`src/rtl/rst_seq_pkg.sv`:
```
package rst_seq_pkg;
  // flow depth, encoded so that a larger value wins
  typedef enum logic [1:0] {
    FL_NONE = 2'd0,
    FL_SOFT = 2'd1,
    FL_HARD = 2'd2,
    FL_POR  = 2'd3
  } flow_e;

  typedef enum logic [1:0] {
    ST_IDLE  = 2'd0,
    ST_DRIVE = 2'd1,
    ST_TAIL  = 2'd2,
    ST_WAIT  = 2'd3
  } seq_e;

  localparam int CAUSE_W  = 6;
  localparam int CZ_POR   = 0;
  localparam int CZ_XHARD = 1;
  localparam int CZ_XSOFT = 2;
  localparam int CZ_WDOG  = 3;
  localparam int CZ_BMON  = 4;
  localparam int CZ_TAP   = 5;
endpackage

```
`src/rtl/rst_sync2.sv`:
```
module rst_sync2 #(
  parameter int W = 1
) (
  input  logic         clk,
  input  logic         rst_n,
  input  logic [W-1:0] d_i,
  output logic [W-1:0] q_o
);
  // per-bit two-stage synchronizer, resets to the released (high) level
  for (genvar i = 0; i < W; i++) begin : g_bit
    logic s1_q, s2_q;
    always_ff @(posedge clk or negedge rst_n) begin
      if (!rst_n) begin
        s1_q <= 1'b1;
        s2_q <= 1'b1;
      end else begin
        s1_q <= d_i[i];
        s2_q <= s1_q;
      end
    end
    assign q_o[i] = s2_q;
  end
endmodule

```
`src/rtl/rst_por_filter.sv`:
```
module rst_por_filter #(
  parameter int MIN_CYC = 16
) (
  input  logic clk,
  input  logic rst_n,
  input  logic por_low_i,
  output logic por_act_o
);
  localparam int CW = $clog2(MIN_CYC + 1);

  logic [CW-1:0] cnt_q, cnt_d;
  logic          cnt_en;

  always_comb begin
    cnt_en = 1'b1;
    cnt_d  = cnt_q;
    if (!por_low_i)                  cnt_d = '0;
    else if (cnt_q != CW'(MIN_CYC))  cnt_d = cnt_q + 1'b1;
    else                             cnt_en = 1'b0;
  end

  always_ff @(posedge clk or negedge rst_n) begin
    if (!rst_n)      cnt_q <= '0;
    else if (cnt_en) cnt_q <= cnt_d;
  end

  assign por_act_o = (cnt_q == CW'(MIN_CYC));
endmodule

```
`src/rtl/rst_cause_reg.sv`:
```
module rst_cause_reg
  import rst_seq_pkg::*;
(
  input  logic               clk,
  input  logic               rst_n,
  input  logic [CAUSE_W-1:0] set_i,
  input  logic [CAUSE_W-1:0] clr_i,
  output logic [CAUSE_W-1:0] cause_o
);
  logic [CAUSE_W-1:0] cause_q, cause_d;

  always_comb begin
    if (set_i[CZ_POR]) cause_d = CAUSE_W'(1) << CZ_POR;
    else               cause_d = (cause_q & ~clr_i) | set_i;
  end

  always_ff @(posedge clk or negedge rst_n) begin
    if (!rst_n) cause_q <= '0;
    else        cause_q <= cause_d;
  end

  assign cause_o = cause_q;
endmodule

```
`src/rtl/rst_seq_ctrl.sv`:
```
module rst_seq_ctrl
  import rst_seq_pkg::*;
#(
  parameter int HOLD_W   = 10,
  parameter int HOLD_DEF = 512,
  parameter int TAIL_CYC = 16,
  parameter int POR_MIN  = 16
) (
  input  logic               clk,
  input  logic               rst_n,
  input  logic               por_n,
  input  logic               hard_pin_i,
  input  logic               soft_pin_i,
  input  logic               wdog_en_i,
  input  logic               wdog_expire_i,
  input  logic               bmon_en_i,
  input  logic               bmon_expire_i,
  input  logic               tap_host_rst_i,
  input  logic [HOLD_W-1:0]  hold_len_i,
  input  logic [CAUSE_W-1:0] cause_clr_i,
  output logic               hard_drv_o,
  output logic               soft_drv_o,
  output logic               core_rst_o,
  output logic               periph_rst_o,
  output logic               regbank_rst_o,
  output logic               pll_rst_o,
  output logic               cfg_pin_sample_o,
  output logic               hrcw_load_o,
  output logic [CAUSE_W-1:0] cause_o
);
  localparam logic [HOLD_W-1:0] HOLD_DEF_V = HOLD_W'(HOLD_DEF);
  localparam logic [HOLD_W-1:0] TAIL_LAST  = HOLD_W'(TAIL_CYC - 1);

  logic [2:0] raw_in, syn_in;
  logic       por_s, hpin_s, spin_s, por_act, por_act_q;

  assign raw_in = {por_n, hard_pin_i, soft_pin_i};
  rst_sync2 #(.W(3)) u_sync (.clk(clk), .rst_n(rst_n), .d_i(raw_in), .q_o(syn_in));
  assign {por_s, hpin_s, spin_s} = syn_in;

  rst_por_filter #(.MIN_CYC(POR_MIN)) u_porf (
    .clk(clk), .rst_n(rst_n), .por_low_i(~por_s), .por_act_o(por_act));

  seq_e               st_q, st_d;
  flow_e              fl_q, fl_d;
  logic [HOLD_W-1:0]  cnt_q, cnt_d, hold_eff;
  logic               cnt_en, strb_cfg_q, strb_cfg_d, strb_hrcw_q, strb_hrcw_d;
  logic               hard_ok, idle, rq_xh, rq_wd, rq_bm, rq_xs, rq_tp;
  logic [CAUSE_W-1:0] set_v;

  assign hold_eff = (hold_len_i == '0) ? HOLD_DEF_V : hold_len_i;
  assign idle     = (st_q == ST_IDLE);
  // hard-class requests win over idle or a running soft flow only
  assign hard_ok  = idle || (fl_q == FL_SOFT);
  assign rq_xh    = ~hpin_s & hard_ok;
  assign rq_wd    = wdog_expire_i & wdog_en_i & hard_ok;
  assign rq_bm    = bmon_expire_i & bmon_en_i & hard_ok;
  assign rq_xs    = ~spin_s & idle;
  assign rq_tp    = tap_host_rst_i & idle;

  always_comb begin
    set_v = '0;
    if (por_act && !por_act_q) set_v[CZ_POR]   = 1'b1;
    else if (por_act)          set_v           = '0;
    else if (rq_xh)            set_v[CZ_XHARD] = 1'b1;
    else if (rq_wd)            set_v[CZ_WDOG]  = 1'b1;
    else if (rq_bm)            set_v[CZ_BMON]  = 1'b1;
    else if (rq_xs)            set_v[CZ_XSOFT] = 1'b1;
    else if (rq_tp)            set_v[CZ_TAP]   = 1'b1;
  end

  always_comb begin
    st_d        = st_q;
    fl_d        = fl_q;
    cnt_d       = cnt_q;
    cnt_en      = 1'b0;
    strb_cfg_d  = 1'b0;
    strb_hrcw_d = 1'b0;
    if (por_act) begin
      st_d = ST_DRIVE; fl_d = FL_POR; cnt_d = '0; cnt_en = 1'b1;
    end else if (rq_xh || rq_wd || rq_bm) begin
      st_d = ST_DRIVE; fl_d = FL_HARD; cnt_d = '0; cnt_en = 1'b1;
    end else if (rq_xs || rq_tp) begin
      st_d = ST_DRIVE; fl_d = FL_SOFT; cnt_d = '0; cnt_en = 1'b1;
    end else begin
      unique case (st_q)
        ST_DRIVE: begin
          cnt_en = 1'b1;
          if (cnt_q == hold_eff - 1'b1) begin
            st_d        = ST_TAIL;
            cnt_d       = '0;
            strb_cfg_d  = (fl_q == FL_POR);
            strb_hrcw_d = (fl_q != FL_SOFT);
          end else begin
            cnt_d = cnt_q + 1'b1;
          end
        end
        ST_TAIL: begin
          cnt_en = 1'b1;
          if (cnt_q == TAIL_LAST) begin
            st_d  = ST_WAIT;
            cnt_d = '0;
          end else begin
            cnt_d = cnt_q + 1'b1;
          end
        end
        ST_WAIT: begin
          if (hpin_s && spin_s) begin
            st_d = ST_IDLE;
            fl_d = FL_NONE;
          end
        end
        default: ;
      endcase
    end
  end

  always_ff @(posedge clk or negedge rst_n) begin
    if (!rst_n) begin
      st_q        <= ST_IDLE;
      fl_q        <= FL_NONE;
      por_act_q   <= 1'b0;
      strb_cfg_q  <= 1'b0;
      strb_hrcw_q <= 1'b0;
    end else begin
      st_q        <= st_d;
      fl_q        <= fl_d;
      por_act_q   <= por_act;
      strb_cfg_q  <= strb_cfg_d;
      strb_hrcw_q <= strb_hrcw_d;
    end
  end

  always_ff @(posedge clk or negedge rst_n) begin
    if (!rst_n)      cnt_q <= '0;
    else if (cnt_en) cnt_q <= cnt_d;
  end

  rst_cause_reg u_cause (
    .clk(clk), .rst_n(rst_n), .set_i(set_v), .clr_i(cause_clr_i), .cause_o(cause_o));

  assign hard_drv_o       = (st_q == ST_DRIVE) && (fl_q != FL_SOFT);
  assign soft_drv_o       = (st_q == ST_DRIVE) || (st_q == ST_TAIL);
  assign core_rst_o       = !idle;
  assign periph_rst_o     = !idle && (fl_q != FL_SOFT);
  assign regbank_rst_o    = !idle && (fl_q != FL_SOFT);
  assign pll_rst_o        = (st_q == ST_DRIVE) && (fl_q == FL_POR);
  assign cfg_pin_sample_o = strb_cfg_q;
  assign hrcw_load_o      = strb_hrcw_q;
endmodule

```
`config.mk`:
```
export PLATFORM = sky130hd
export DESIGN_NAME = rst_seq_ctrl
export DESIGN_NICKNAME = d
export VERILOG_FILES = /design/src/rtl/rst_seq_pkg.sv /design/src/rtl/rst_sync2.sv /design/src/rtl/rst_por_filter.sv /design/src/rtl/rst_cause_reg.sv /design/src/rtl/rst_seq_ctrl.sv
export SDC_FILE = /design/constraint.sdc
export NUM_CORES = 1
export LEC_CHECK = 0
export ABC_CLOCK_PERIOD_IN_PS = 4100
export BUFFER_PORTS_ARGS = -buffer_cell sky130_fd_sc_hd__buf_2
export CORE_MARGIN = 3
export CORE_UTILIZATION = 45
export DETAILED_ROUTE_END_ITERATION = 7
export HOLD_SLACK_MARGIN = 0.15
export PLACE_DENSITY = 0.69
export SLEW_MARGIN = 20
export SYNTH_ARGS = -nofsm -noshare
export SYNTH_HDL_FRONTEND = slang
export SYNTH_SLANG_ARGS = --single-unit
```
`constraint.sdc`:
```
create_clock -name clk -period 4.1 [get_ports clk]
set_input_delay 0.41 -clock clk [delete_from_list [all_inputs] [get_ports clk]]
set_output_delay 0.41 -clock clk [all_outputs]
set_load 0.05 [all_outputs]
```
==> results.ini <==
[status]
status=finished clean

[pwr]
power.leakage_nw=1.24
clockPowerShare=0.179
power_frac_comb=0.500
power.density_nw_per_um2=510
p_switching_mw=0.621
sequentialPowerShare=0.321
ir_drop_mv=0.335
p_sw_frac=0.470
internal_power_mw=0.700

[sta]
hold_viol_final=0
rsz0062_at_grt=no
relSlewSlack=0.446
skew_ns=0.00740
min_period_over_period=0.662
setup_viol=0
min_period_ns=2.71
clock.fmax_mhz=369
tightest_slew_ns=0.830
setup_ws_ns=1.39
tns_ns=0
drv_slew=0

[global_routing]
grt_antenna_before_repair=0
grtUsageTotal=0.164
grt_max_degree=35
grt_pass1_wl_mm=7.91
grt_pass1_vias=1721
overflow=0

[placed_design]
place_ws_ns=1.12
post-dp-hpwl_mm=3.55
gp_congestion=0.823
io_buffers=39
dp.cells=350
placed_area_um2=2510

[synth]
ys.flop_type=dfrtp_1
yosysWarnings=0
synthTopCellsByArea=dfrtp_1 (31%), dfstp_2 (6.9%), ha_1 (4.9%), nand2_1 (4.5%), nor2_1 (3.3%)
syn_avg_cell_area_um2=9.03
ys_seq_elements=34
synth_area_um2=2280
synth_common_cells=dfrtp_1 (28), nand2_1 (27), nor2_1 (20)
ys_types=57
async_reset_ff_frac=1.00
synth_most_common_cell=dfrtp_1
yosysTopAreaCellShare=0.308
synth_edf_count=0
synth_top_area_cell=dfrtp_1
synthCells=252
synth_nets=287
ys_seq_area_frac=0.377

[floorplanning]
die_area_um2=5950
start_util=0.472
pin_count=40
die_h_um=77.1
die_w_um=77.1
floorplan.rows=25
fp.coreArea_um2=4820

[routing]
drc_errors=0
num_vias=1923
dr.pass1.iters=4
wire_per_inst_um=13.4
dr.first_iter.drc_count=79
antenna_left=0
finalWirelength_mm=4.80
vias_per_cell=5.37

[finish]
layoutNonFillerInstCount=358
fin_util=0.537
regArea_um2=858
diodes=0
area_growth_pct=13.7
multi_input_area_um2=1300
design_area_um2=2590
drive_above_1_share=0.244
num-nets-final=325
fillers=487

[clock_tree]
clk_pin_slew_ns=0.07
clock_path_buffers=2
post_cts_resized=0
cts_sinks=34
holdBufCountCts=0
numCtsBuffers=5
worstSkewPairLatency_ns=0.28
post_cts_buffers=0
cts_root_buf=clkbuf_8
tritoncts=done
cts_max_level=2

[setup_path]
worst_path_largest_cell_delay_ns=0.52
cp-end-kind=flop
cp_cell_sequence=buf_2, inv_1, ha_1, nor3b_1, a21oi_1, or3_2, xor2_1, a31oi_1, o21ai_1, o21ai_0
cp.arrival_ns=2.90
critical_path_class=in2reg
crit_fanout=7
cp-start-kind=input pin
required_ns=4.29
slowest_stage=nor3b_1

[min_path]
min_path_type=in2async

[run]
drv_cap=0

through the flow:
step / hold slack, ns / power, mW
after floorplan: 0.114 / 0.942
after global placement: 0.346 / 1.08
after detailed placement: 0.348 / 1.09
after CTS: 0.204 / 1.33
after global routing: 0.212 / 1.41
final: 0.186 / 1.32
worst paths after layout:
| path | from | to | slack [ns] | depth (start not counted) |
|---|---|---|---|---|
| setup / recovery | hold_len_i[0] | cnt_q[1]$_DFFE_PN0P_ | 1.39 | 10 |
| hold / removal | rst_n | u_porf.cnt_q[3]$_DFFE_PN0P_ | 0.19 | 1 |
| setup reg to reg | u_porf.cnt_q[0]$_DFFE_PN0P_ | cnt_q[9]$_DFFE_PN0P_ | 1.67 | 8 |
| hold reg to reg | u_sync.g_bit[1].s1_q$_DFF_PN1_ | u_sync.g_bit[1].s2_q$_DFF_PN1_ | 0.35 | 0 |
| max in group asynchronous | rst_n | cnt_q[7]$_DFFE_PN0P_ | 3.44 | 1 |
| min in group clk | por_n | u_sync.g_bit[2].s1_q$_DFF_PN1_ | 0.23 | 1 |
critical path, delay by kind of cell:
kind	cells	cell delay [ns]
adder cells (fa/ha/maj)	1	0.17
AO/OA/AOI/OAI	4	0.95
AND/OR/NAND/NOR	2	1.00
buffers and inverters	2	0.21
XOR/XNOR	1	0.17
power by group through the flow:
stage	clock, mW	combinational [mW]	sequential [mW]
4_1_cts	0.246	0.664	0.424
5_1_grt	0.262	0.722	0.431
3_5_place_dp	0	0.661	0.430
6_report	0.236	0.660	0.424
3_3_place_gp	0	0.650	0.428
2_1_floorplan	0	0.471	0.470
logic make-up after synthesis:
family,count (synthesis),share of synthesized area
flip-flops,34,0.377
AND/OR/NAND/NOR,119,0.284
AO/OA/AOI/OAI,47,0.156
adder cells (fa/ha/maj),9,0.0495
XOR/XNOR,14,0.0605
multiplexers,4,0.0203
buffers and inverters,25,0.0528
routing by layer:
layer	vias to the layer above	routed length (um)	track usage	share of wire
met1	902	2280	0.204	0.47
met2	48	2260	0.284	0.47
li1	968	-	-	-
met5	-	0	0	0
met4	0	59	0.0587	0.012
met3	5	201	0.0293	0.042
state kept, by name, summed over array words and instances (netlist names):
register / count
cfg_pin_sample_o: 1
cnt_q: 10
fl_q: 2
hrcw_load_o: 1
por_act_q: 1
st_q: 2
u_cause.cause_o: 6
u_porf.cnt_q: 5
u_sync.g_bit.s1_q: 3
u_sync.g_bit.s2_q: 3
cell usage in the layout (no fill, tap or decap), drive strengths merged, types with 3 or more instances in the layout:
cell	Yosys	final
a21o	3	3
dfrtp	28	28
and3	6	6
a21oi	13	13
ha	9	9
nor3	11	11
xnor2	7	7
nor4	4	4
dfstp	6	6
nor2b	8	8
nand2b	7	7
and2	4	4
nand2	27	27
nor3b	4	4
inv	15	15
clkbuf	5	6
o211ai	3	3
xor2	6	6
buf	5	41
nand3	13	13
a31oi	4	4
o221ai	8	8
nand4	5	5
nor2	20	20
o21ai	5	5
final cells by class:
class	count	share of cell area
multi-input cells	193	0.501
flip-flops and latches	34	0.332
repair buffers	41	0.0812
well taps	67	0.0324
clock buffers	6	0.0280
inverters	15	0.0217
clock inverters	2	0.00387
Note: power is estimated with default switching activity, not from simulation.
